File: src/rtl/strxfer_pkg.sv
package strxfer_pkg;

    typedef enum logic [1:0] {
        ST_IDLE = 2'd0,
        ST_MOVE = 2'd1,
        ST_DONE = 2'd2
    } seq_state_t;

    localparam logic [1:0] SEG_EXTRA = 2'd0;
    localparam logic [1:0] SEG_CODE  = 2'd1;
    localparam logic [1:0] SEG_STACK = 2'd2;
    localparam logic [1:0] SEG_DATA  = 2'd3;

endpackage

File: src/rtl/strxfer_ctrl.sv
module strxfer_ctrl
    import strxfer_pkg::*;
(
    input  logic clk,
    input  logic rst_n,
    input  logic start,
    input  logic zero_load,
    input  logic fire,
    input  logic last_elem,
    output logic load,
    output logic req,
    output logic done,
    output logic busy
);

    seq_state_t state, state_nx;

    always_ff @(posedge clk or negedge rst_n) begin
        if (!rst_n) state <= ST_IDLE;
        else        state <= state_nx;
    end

    always_comb begin
        state_nx = state;
        unique case (state)
            ST_IDLE: if (start) state_nx = zero_load ? ST_DONE : ST_MOVE;
            ST_MOVE: if (fire && last_elem) state_nx = ST_DONE;
            ST_DONE: state_nx = ST_IDLE;
            default: state_nx = ST_IDLE;
        endcase
    end

    always_comb begin
        load = 1'b0;
        req  = 1'b0;
        done = 1'b0;
        busy = 1'b1;
        unique case (state)
            ST_IDLE: begin
                busy = 1'b0;
                load = start;
            end
            ST_MOVE: req  = 1'b1;
            ST_DONE: done = 1'b1;
            default: busy = 1'b0;
        endcase
    end

    AST_DONE_SINGLE: assert property (@(posedge clk) disable iff (!rst_n)
        done |=> !done);
    AST_REQ_HELD: assert property (@(posedge clk) disable iff (!rst_n)
        (req && !fire) |=> req);
    AST_DONE_TO_IDLE: assert property (@(posedge clk) disable iff (!rst_n)
        done |=> !busy);

endmodule

File: src/rtl/strxfer_ptr.sv
module strxfer_ptr #(
    parameter int AW = 16
) (
    input  logic          clk,
    input  logic          rst_n,
    input  logic          load,
    input  logic [AW-1:0] ld_val,
    input  logic          adv,
    input  logic          down,
    input  logic          word,
    output logic [AW-1:0] ptr
);

    localparam logic [AW-1:0] STEP_B = AW'(1);
    localparam logic [AW-1:0] STEP_W = AW'(2);

    logic [AW-1:0] step;

    always_comb step = word ? STEP_W : STEP_B;

    always_ff @(posedge clk or negedge rst_n) begin
        if (!rst_n)    ptr <= '0;
        else if (load) ptr <= ld_val;
        else if (adv)  ptr <= down ? (ptr - step) : (ptr + step);
    end

    AST_PTR_HOLD: assert property (@(posedge clk) disable iff (!rst_n)
        (!load && !adv) |=> $stable(ptr));
    AST_PTR_MOVES: assert property (@(posedge clk) disable iff (!rst_n)
        (adv && !load) |=> (ptr != $past(ptr)));

endmodule

File: src/rtl/strxfer_cnt.sv
module strxfer_cnt #(
    parameter int CW = 16
) (
    input  logic          clk,
    input  logic          rst_n,
    input  logic          load,
    input  logic [CW-1:0] ld_val,
    input  logic          dec,
    output logic [CW-1:0] cnt,
    output logic          last
);

    localparam logic [CW-1:0] ONE = CW'(1);

    always_ff @(posedge clk or negedge rst_n) begin
        if (!rst_n)    cnt <= '0;
        else if (load) cnt <= ld_val;
        else if (dec)  cnt <= cnt - ONE;
    end

    always_comb last = (cnt == ONE);

endmodule

File: src/rtl/strxfer_seq.sv
module strxfer_seq
    import strxfer_pkg::*;
#(
    parameter int AW = 16,
    parameter int CW = 16
) (
    input  logic          clk,
    input  logic          rst_n,
    input  logic          start,
    input  logic          dir_down,
    input  logic          elem_word,
    input  logic [AW-1:0] src_init,
    input  logic [AW-1:0] dst_init,
    input  logic [CW-1:0] count_init,
    output logic          rd_valid,
    input  logic          rd_ready,
    output logic [1:0]    rd_seg,
    output logic [AW-1:0] rd_addr,
    output logic          wr_valid,
    input  logic          wr_ready,
    output logic [1:0]    wr_seg,
    output logic [AW-1:0] wr_addr,
    output logic [CW-1:0] remaining,
    output logic          busy,
    output logic          done
);

    logic load, req, fire, last_elem, zero_load;
    logic mode_down, mode_word;

    assign zero_load = (count_init == '0);
    assign fire      = req & rd_ready & wr_ready;

    strxfer_ctrl u_ctrl (
        .clk       (clk),
        .rst_n     (rst_n),
        .start     (start),
        .zero_load (zero_load),
        .fire      (fire),
        .last_elem (last_elem),
        .load      (load),
        .req       (req),
        .done      (done),
        .busy      (busy)
    );

    always_ff @(posedge clk or negedge rst_n) begin
        if (!rst_n) begin
            mode_down <= 1'b0;
            mode_word <= 1'b0;
        end else if (load) begin
            mode_down <= dir_down;
            mode_word <= elem_word;
        end
    end

    strxfer_ptr #(.AW(AW)) u_src (
        .clk    (clk),
        .rst_n  (rst_n),
        .load   (load),
        .ld_val (src_init),
        .adv    (fire),
        .down   (mode_down),
        .word   (mode_word),
        .ptr    (rd_addr)
    );

    strxfer_ptr #(.AW(AW)) u_dst (
        .clk    (clk),
        .rst_n  (rst_n),
        .load   (load),
        .ld_val (dst_init),
        .adv    (fire),
        .down   (mode_down),
        .word   (mode_word),
        .ptr    (wr_addr)
    );

    strxfer_cnt #(.CW(CW)) u_cnt (
        .clk    (clk),
        .rst_n  (rst_n),
        .load   (load),
        .ld_val (count_init),
        .dec    (fire),
        .cnt    (remaining),
        .last   (last_elem)
    );

    assign rd_valid = req;
    assign wr_valid = req;
    assign rd_seg   = SEG_DATA;
    assign wr_seg   = SEG_EXTRA;

    AST_CNT_STEP: assert property (@(posedge clk) disable iff (!rst_n)
        (rd_valid && rd_ready && wr_ready) |=> (remaining == $past(remaining) - CW'(1)));
    AST_NO_REQ_AT_ZERO: assert property (@(posedge clk) disable iff (!rst_n)
        rd_valid |-> (remaining != '0));
    AST_BUSY_NO_RELOAD: assert property (@(posedge clk) disable iff (!rst_n)
        (rd_valid && !(rd_ready && wr_ready)) |=> $stable(remaining));

endmodule

File: config.mk
export PLATFORM = sky130hd
export DESIGN_NAME = strxfer_seq
export DESIGN_NICKNAME = d
export VERILOG_FILES = /design/src/rtl/strxfer_pkg.sv /design/src/rtl/strxfer_ctrl.sv /design/src/rtl/strxfer_ptr.sv /design/src/rtl/strxfer_cnt.sv /design/src/rtl/strxfer_seq.sv
export SDC_FILE = /design/constraint.sdc
export NUM_CORES = 1
export LEC_CHECK = 0
export BUFFER_PORTS_ARGS = -buffer_cell sky130_fd_sc_hd__buf_2
export CAP_MARGIN = 40
export CELL_PAD_IN_SITES_DETAIL_PLACEMENT = 0
export CELL_PAD_IN_SITES_GLOBAL_PLACEMENT = 1
export CORE_UTILIZATION = 43
export CTS_BUF_LIST = sky130_fd_sc_hd__clkbuf_16
export DETAILED_ROUTE_END_ITERATION = 12
export PLACE_DENSITY_LB_ADDON = 0.05
export SLEW_MARGIN = 0
export SYNTH_ARGS = -nofsm -noshare
export SYNTH_HDL_FRONTEND = slang
export SYNTH_HIERARCHICAL = 1
export SYNTH_SLANG_ARGS = --single-unit
File: constraint.sdc
create_clock -name clk -period 4.3 [get_ports clk]
set_input_delay 0.86 -clock clk [delete_from_list [all_inputs] [get_ports clk]]
set_output_delay 0.86 -clock clk [all_outputs]
set_load 0.005 [all_outputs]
==> run summary, run 1 <==
The flow ran to the end, and the final reports show no timing, DRC or antenna violations. The critical path startpoint category is a flop. After synthesis the cells add up to 4600 um2. Entering global routing, the biggest net connects 46 pins. The count of standard-cell rows is 37, and the number of iterations in the first detailed-routing pass is 5.

After synthesis, the netlist uses 64 different library cells. For the boundary pin count, the log shows 111. In this design, the critical path's most frequently occurring cell is sky130_fd_sc_hd__inv_1. TritonCTS built the clock tree.

The via count of the first global-routing pass was 4407; the sum of overflow across all layers after global routing was 0. The run gives 21200 um as the first-pass GRT wire length. The die covers 11100 um2. After detailed routing, the average wire length per cell comes to 16.4 um. The number of clock buffers added by TritonCTS is 5.

Compared with the post-synthesis result, the final layout area differs by 16.1%. The tools report the count of placed standard cells including taps as 772. The tools report the placeable core region as 10400 um2. Based on the critical path, the design can be clocked at up to 340 MHz.

For the worst setup path, the data required time is 4.53 ns. The highest cell delay on the worst timing path was 0.68 ns; the fraction of power spent switching nets was 49.2%. The logs give 1 for the number of antenna violations at the first check in global routing and 8.7% for the power share of the clock group.

The switching component of the power came out at 0.00230 W. The overall via count from detail_route was 4524. Across the run, the number of max-cap violations was 0.

A synthesized cell averages 8.33 um2. Grouping stages by cell kind, the critical path spends the most delay in simple AND/OR/NAND/NOR gates. From left edge to right edge, the die measures 105 um. The tightest hold path in the finished design has a slack of 0.526 ns.

The total count of max-transition violations in the final report is 0. The root buffer cell chosen for the clock tree is sky130_fd_sc_hd__clkbuf_16. The synthesized design devotes to its leading area cell type 28.3% of total area.

Counting flops with an async set or reset pin after synthesis yields a share of 100%. In this run the power density over the cells is 874 nW/um2. The period utilization was 68.4%. The worst-case clock buffer depth came out at 2.

Among all flip-flop cells after synthesis, the most frequent one is sky130_fd_sc_hd__dfrtp_1. The worst reg-to-reg setup slack is 1.36 ns. Setup repair after global routing left no endpoint under its margin. The biggest area contributor in the post-synthesis netlist is sky130_fd_sc_hd__dfrtp_1. Summing all multi-input logic gate instances after layout gives 3040 um2. Final setup violation count: 0. Buffers inserted to repair hold after CTS numbered 0.

The logs give 44.4% for the initial core utilization and 9660 um for the post-DP HPWL. The post-layout net count came out at 737. Count of buffer and inverter cells on the critical path: 3. Category of the critical setup timing path: reg -> reg. The final period demand of the worst path works out to 2.94 ns. The slew of the pin with the lowest slew margin was 0.823 ns; the largest clock skew in the final design was 0.00526 ns. Counting flops with a built-in enable in the synthesized netlist gives 0. In this run the remaining antenna-violating nets after routing total 0. Overall power consumption after layout is estimated at 0.00467 W. The filler cells instantiated in the layout total 1051.

The ratio of routed vias to standard cells is 5.81. The run gives 12700 um as the total wire length after detailed routing. The final sum of negative setup slack is 0 ns, and the leakage power of the design is 2.42 nW. The critical path goes through inv_1 -> ha_1 -> and3_1 -> buf_4 -> inv_1 -> or4_1 -> a21oi_1 -> nand3b_1.

The post-cts sizing count was 0. The type of the most critical hold path was in -> async. The final hold violation count was 0; the synthesized flop and latch total was 52.

For the worst-skew pair, the clock arrives at the later sink with an insertion delay of 0.30 ns. For the global-route usage over all layers, the log shows 23.7%. Headroom to the max-slew limit came out at 45.2%. For this run, design rule violations remaining after detail routing come to 0. Data on the critical path arrives at its endpoint at 3.17 ns. The kind of end point of the critical path was a flop. Maximum fanout along the worst path: 24. The tree built by TritonCTS fans out to 52 sinks.

Yosys attributes the largest share of cell area to sky130_fd_sc_hd__dfrtp_1 (28%), sky130_fd_sc_hd__ha_1 (10%), sky130_fd_sc_hd__a21oi_1 (4.5%). Combinational logic is responsible for 69.3% of the overall power. Post-CTS timing repair inserted 0 buffers for setup. IR analysis of the VDD net gives a maximum drop of 399 uV. Buffers placed on the I/O ports in this run total 106. The finished layout holds 779 standard cells, fillers aside. The H-tree generated during clock tree synthesis spans 2 levels. From bottom edge to top edge, the die measures 105 um.

Internal power comes to 0.00237 W. The number of antenna diodes in the final layout is 0. Synthesis produced 553 cells. For this run, the number of Yosys warnings is 6.

Routability congestion estimate from global placement: 0.884. The clock slew seen by the registers of the worst setup and hold paths works out to 0.07 ns. Highest-delay cell along the critical path: sky130_fd_sc_hd__and3_1.

The tools report the register area as 1300 um2. Sequential cells account for 22.1% of the total power. Of the cells placed in the final design, the portion with a size suffix greater than 1 is 21.9%. The first routing iteration left 243 violations. The part of the Yosys area used for sequential elements came out at 28.3%.
## cell type report
type | count | share of cell area [%]
well taps | 136 | 3.18
inverters | 32 | 2.25
flip-flops and latches | 52 | 24.3
multi-input cells | 440 | 56.9
clock buffers | 5 | 2.34
repair buffers | 112 | 10.8
clock inverters | 2 | 0.234
## cells in the final DEF (no fill, tap or decap), drive strengths merged, types with 3 or more instances in the layout
master and count:
nor4b 3, or3 10, nand2 44, ha 37, a22oi 8, inv 32
mux2 6, xor2 3, a221o 7, o21bai 8, o211ai 4, dfrtp 52
o21ai 37, conb 4, nand4 8, a31oi 6, o41a 5, o21a 8
xnor2 10, mux2i 13, a211oi 4, nor3 10, buf 112, nand3 13
nand3b 14, nor2 35, a21oi 44, a21o 6, nor2b 14, nor3b 5
o311ai 4, nor4 11, clkbuf 5, and3 5, o31ai 6, or4 11
or2 6
## logic make-up (layout without fill, tap and decap cells)
family	Yosys count	in the layout	synth area share (%)
simple gates	203	203	24.6
compound gates	162	162	23.5
buf+inv	63	151	5.84
flops	52	52	28.3
fa+ha+maj	39	39	10.9
mux	19	19	4.29
xor+xnor	13	13	2.47
other cells	2	4	0.163
## flip-flops by register name, indices dropped and copies added, names as in the netlist
name and flops:
u_ctrl/state 2, u_dst/ptr 16, u_src/ptr 16, u_cnt/cnt 16, mode_down 1, mode_word 1
## through the flow
step | area (um2) | utilization, % | setup WS [ns]
3_3_place_gp | 5210 | 50.2 | 1.19
5_1_grt | 5350 | 51.6 | 1.13
2_1_floorplan | 4610 | - | 1.48
3_5_place_dp | 5210 | 50.2 | 1.18
4_1_cts | 5350 | 51.6 | 1.34
6_report | 5350 | 51.6 | 1.36
## Yosys cell counts, types with 13 or more instances
master / n
sky130_fd_sc_hd__ha_1: 37
sky130_fd_sc_hd__nand3b_1: 14
sky130_fd_sc_hd__nor2b_1: 14
sky130_fd_sc_hd__inv_1: 32
sky130_fd_sc_hd__nand3_1: 13
sky130_fd_sc_hd__clkbuf_1: 17
sky130_fd_sc_hd__nand2_1: 44
sky130_fd_sc_hd__dfrtp_1: 52
sky130_fd_sc_hd__mux2i_1: 13
sky130_fd_sc_hd__o21ai_0: 33
sky130_fd_sc_hd__nor2_1: 35
sky130_fd_sc_hd__a21oi_1: 41
## path summary, 6_finish.rpt
| check | start | to | cells after the start |
|---|---|---|---|
| min in group clk | u_src/ptr[11] | u_src/ptr[11] | 2 |
| worst max-delay path | u_ctrl/state[1] | u_src/ptr[15] | 8 |
| worst min-delay path | rst_n | u_dst/ptr[6] | 1 |
| worst max register to register | u_ctrl/state[1] | u_src/ptr[15] | 8 |
| worst min register to register | u_src/ptr[11] | u_src/ptr[11] | 2 |
| max in group asynchronous | rst_n | u_src/ptr[1] | 2 |
## power by group through the flow
stage	Clock, W	Combinational, W	Sequential, W
after global placement	0	0.00316	0.00103
after detailed placement	0	0.00320	0.00104
final	0.000405	0.00324	0.00103
after floorplan	0	0.00236	0.00100
after global routing	0.000437	0.00364	0.00108
after CTS	0.000425	0.00322	0.00103
## per-layer routing
| metal | global-route usage [%] | vias up | share of wire [%] |
|---|---|---|---|
| met2 | 38.1 | 145 | 44 |
| li1 | - | 2223 | - |
| met5 | 0 | - | 0.078 |
| met4 | 6.74 | 2 | 1.4 |
| met3 | 4.21 | 16 | 5.8 |
| met1 | 32.5 | 2138 | 49 |
Note: power is estimated with default switching activity, not from simulation.
==> inputs of run 2 (changes only) <==
--- a/config.mk
+++ b/config.mk
@@ -9,7 +9,7 @@
 export CAP_MARGIN = 40
 export CELL_PAD_IN_SITES_DETAIL_PLACEMENT = 0
 export CELL_PAD_IN_SITES_GLOBAL_PLACEMENT = 1
-export CORE_UTILIZATION = 43
+export CORE_UTILIZATION = 40
 export CTS_BUF_LIST = sky130_fd_sc_hd__clkbuf_16
 export DETAILED_ROUTE_END_ITERATION = 12
 export PLACE_DENSITY_LB_ADDON = 0.05
==> constraint.sdc (replaced) <==
create_clock -name clk -period 2.9 [get_ports clk]
set_input_delay 0.58 -clock clk [delete_from_list [all_inputs] [get_ports clk]]
set_output_delay 0.58 -clock clk [all_outputs]
set_load 0.005 [all_outputs]
==> run summary, run 2 (synthesized netlist as in run 1, its figures left out) <==
The largest clock skew in the final design is 0.00791 ns (was 0.00526 ns). The kind of end point of the critical path is a flop (unchanged). Overall via count from detail_route: 4565 (was 4524).

Most used cells in the layout excluding fill and tap cells: sky130_fd_sc_hd__buf_2 (106), sky130_fd_sc_hd__dfrtp_1 (52), sky130_fd_sc_hd__nand2_1 (44) (unchanged). The run gives 3.10 ns (was 4.53 ns) as the required time of the critical path. The run gives 21700 um (was 21200 um) as the first-pass GRT wire length. The count of cells along the worst register-to-register path is 8 (unchanged).

The via count of the first global-routing pass came out at 4369 (was 4407). The boundary pin count was 111 (unchanged); the max-cap check violation count was 0 (unchanged). The total power draw is 0.00708 W (was 0.00467 W).

The tools report the critical path startpoint category as a flop (unchanged). The initial core utilization is 41.7% (was 44.4%), and the share of layout cells above drive strength 1 is 22.4% (was 21.9%). The logs give 2.46 nW (was 2.42 nW) for the leakage power of the design and 9890 um (was 9660 um) for the post-DP HPWL.

The run gives 741 (was 737) as the post-layout net count. The type of the most critical hold path was in -> async (unchanged). The run finished with clean final reports. The logs give 0.31 ns (was 0.30 ns) for the clock latency of the later-clocked register in the worst-skew pair and 68 (was 46) for the largest net degree at the start of global routing. The count of standard-cell rows was 38 (was 37); the vertical die dimension was 109 um (was 105 um).

The logs give 0 (unchanged) for the final setup violation count and 0.868 (was 0.884) for the routability congestion estimate from global placement. The master cell of the clock root buffer was sky130_fd_sc_hd__clkbuf_16 (unchanged). The total setup buffers inserted after CTS is 0 (unchanged). The area growth from synthesis to layout is 17.8% (was 16.1%). The worst reg-to-reg setup slack was 0.37 ns (was 1.36 ns); the combined area of the multi-input logic cells was 3040 um2 (about the same). The cts-stage hold buffer count is 0 (unchanged), and the final sum of negative setup slack is 0 ns (unchanged). The TritonCTS buffer count is 5 (unchanged).

The highest cell delay on the worst timing path is 0.49 ns (was 0.68 ns), and the sum of overflow across all layers after global routing is 0 (unchanged). The startpoint of the most critical register-to-register path was mode_down (was u_ctrl/state[1]). The share of the core filled with cells in the final layout was 49.2% (was 51.6%); the antenna violation net count after detailed routing was 0 (unchanged). The slew of the pin with the lowest slew margin came out at 0.675 ns (was 0.823 ns). The final hold violation count came out at 0 (unchanged). The logs give 5 (unchanged) for the number of iterations in the first detailed-routing pass and 254 (was 243) for the number of DRC markers after the initial detailed-route iteration. The count of inserted antenna diode cells was 0 (unchanged).

The total wire length after detailed routing is 13200 um (was 12700 um). The number of H-tree branching levels is 2 (unchanged). Category of the critical setup timing path: reg -> reg (unchanged). The power per standard cell area was 1310 nW/um2 (was 874 nW/um2). The count of buffer and inverter cells on the critical path was 1 (was 3); the worst slew margin relative to its limit was 55.0% (was 45.2%). List of cells traversed by the critical path: buf_12 -> ha_1 -> and2b_1 -> o2111ai_1 -> a21boi_0 -> a221oi_1 -> mux2i_1 -> nand2_1 (was inv_1 -> ha_1 -> and3_1 -> buf_4 -> inv_1 -> or4_1 -> a21oi_1 -> nand3b_1).

For the filler cell count in the final layout, the log shows 1109 (was 1051). The run gives 23.3% (was 23.7%) as the global-route usage over all layers. Total count of max-transition violations in the final report: 0 (unchanged). The clock slew seen by the registers of the worst setup and hold paths is 0.07 ns (about the same). The post-cts sizing count was 0 (unchanged); the ratio of routed vias to standard cells was 5.79 (was 5.81).

Period utilization: 87.2% (was 68.4%). The tools report the endpoint of the worst register-to-register path as u_dst/ptr[12] (was u_src/ptr[15]). Setup repair after global routing left no endpoint under its margin. The tools report the timing-limited maximum frequency as 395 MHz (was 340 MHz). The most common cell after layout, fill and taps aside was sky130_fd_sc_hd__buf_2 (unchanged). The data arrival time of the critical path was 2.73 ns (was 3.17 ns). The run gives 0 (unchanged) as the residual DRC count. Largest registers: u_cnt/cnt: 16 flops, u_dst/ptr: 16 flops, u_src/ptr: 16 flops (unchanged). Maximum fanout along the worst path: 17 (was 24). The number of port buffers is 106 (unchanged), and the number of antenna violations at the first check in global routing is 1 (unchanged). Final period demand of the worst path: 2.53 ns (was 2.94 ns). The x dimension of the die was 109 um (was 105 um); the register area was 1300 um2 (unchanged).

The largest delay contributor family on the critical path is compound AO/OA/AOI/OAI gates (was simple AND/OR/NAND/NOR gates). Placeable core region: 11000 um2 (was 10400 um2). The run gives 2 (unchanged) as the worst-case clock buffer depth.

Average wire length per cell after detail routing: 16.7 um (was 16.4 um). The run gives 11900 um2 (was 11100 um2) as the die area. The highest-delay cell along the critical path is sky130_fd_sc_hd__dfrtp_1 (was sky130_fd_sc_hd__and3_1). The run gives 568 uV (was 399 uV) as the largest voltage drop on the vdd net.

The tools report the hold slack as 0.232 ns (was 0.526 ns). TritonCTS built the clock tree. The number of clock sinks came out at 52 (unchanged).
## run 2: changes by cell type in the layout (fill, tap and decap cells not counted)
| cell | change |
|---|---|
| sky130_fd_sc_hd__buf_4 | +3 |
| sky130_fd_sc_hd__and2_2 | -1 |
| sky130_fd_sc_hd__and2_4 | +1 |
| sky130_fd_sc_hd__buf_12 | +1 |
| sky130_fd_sc_hd__bufinv_16 | +1 |
| sky130_fd_sc_hd__clkinvlp_4 | -1 |
| sky130_fd_sc_hd__inv_1 | +1 |
## run 2: power by group
part | internal, W | switching, W | total (W)
sequential | 0.00108 | 0.000412 | 0.00150
clock | 0.000404 | 0.000295 | 0.000699
combinational | 0.00216 | 0.00273 | 0.00489
total | 0.00365 | 0.00344 | 0.00708
## run 2: worst max path at each step
| stage | from | endpoint | cells past startpoint |
|---|---|---|---|
| global placement | mode_down | u_dst/ptr[14] | 8 |
| finish | mode_down | u_dst/ptr[12] | 8 |
| global route | mode_down | u_dst/ptr[12] | 8 |
| detailed placement | mode_down | u_dst/ptr[12] | 8 |
| floorplan | mode_down | u_dst/ptr[14] | 8 |
| CTS | mode_down | u_dst/ptr[12] | 8 |
## run 2: stage by stage
stage / instances / worst slack, ns / cell area, um2
after floorplan: 555 / 0.0770 / 4610
after global placement: 780 / 0.452 / 5260
after detailed placement: 780 / 0.357 / 5260
after CTS: 788 / 0.346 / 5420
after global routing: 788 / 0.162 / 5420
final: 788 / 0.371 / 5420
## run 2: layout make-up
type | count | area share, %
well taps | 140 | 3.23
repair buffers | 116 | 11.4
clock inverters | 3 | 0.715
inverters | 32 | 2.22
multi-input cells | 440 | 56.1
clock buffers | 5 | 2.31
flip-flops and latches | 52 | 24.0
## run 2: layer usage
metal	global-route usage [%]	vias to the layer above	wire (um)
li1	-	2232	-
met1	32.1	2138	6220
met2	35.9	166	5760
met3	5.04	27	854
met4	8.48	2	322
met5	0	-	10
## run 2: worst register-to-register path, delay by kind of cell (launching register included)
| kind | cells | cell delay, ns |
|---|---|---|
| adders and majority gates | 1 | 0.34 |
| and+or+nand+nor | 2 | 0.26 |
| buffers and inverters | 1 | 0.21 |
| muxes | 1 | 0.24 |
| AOI/OAI and AO/OA | 3 | 0.89 |
| DFF | 1 | 0.49 |
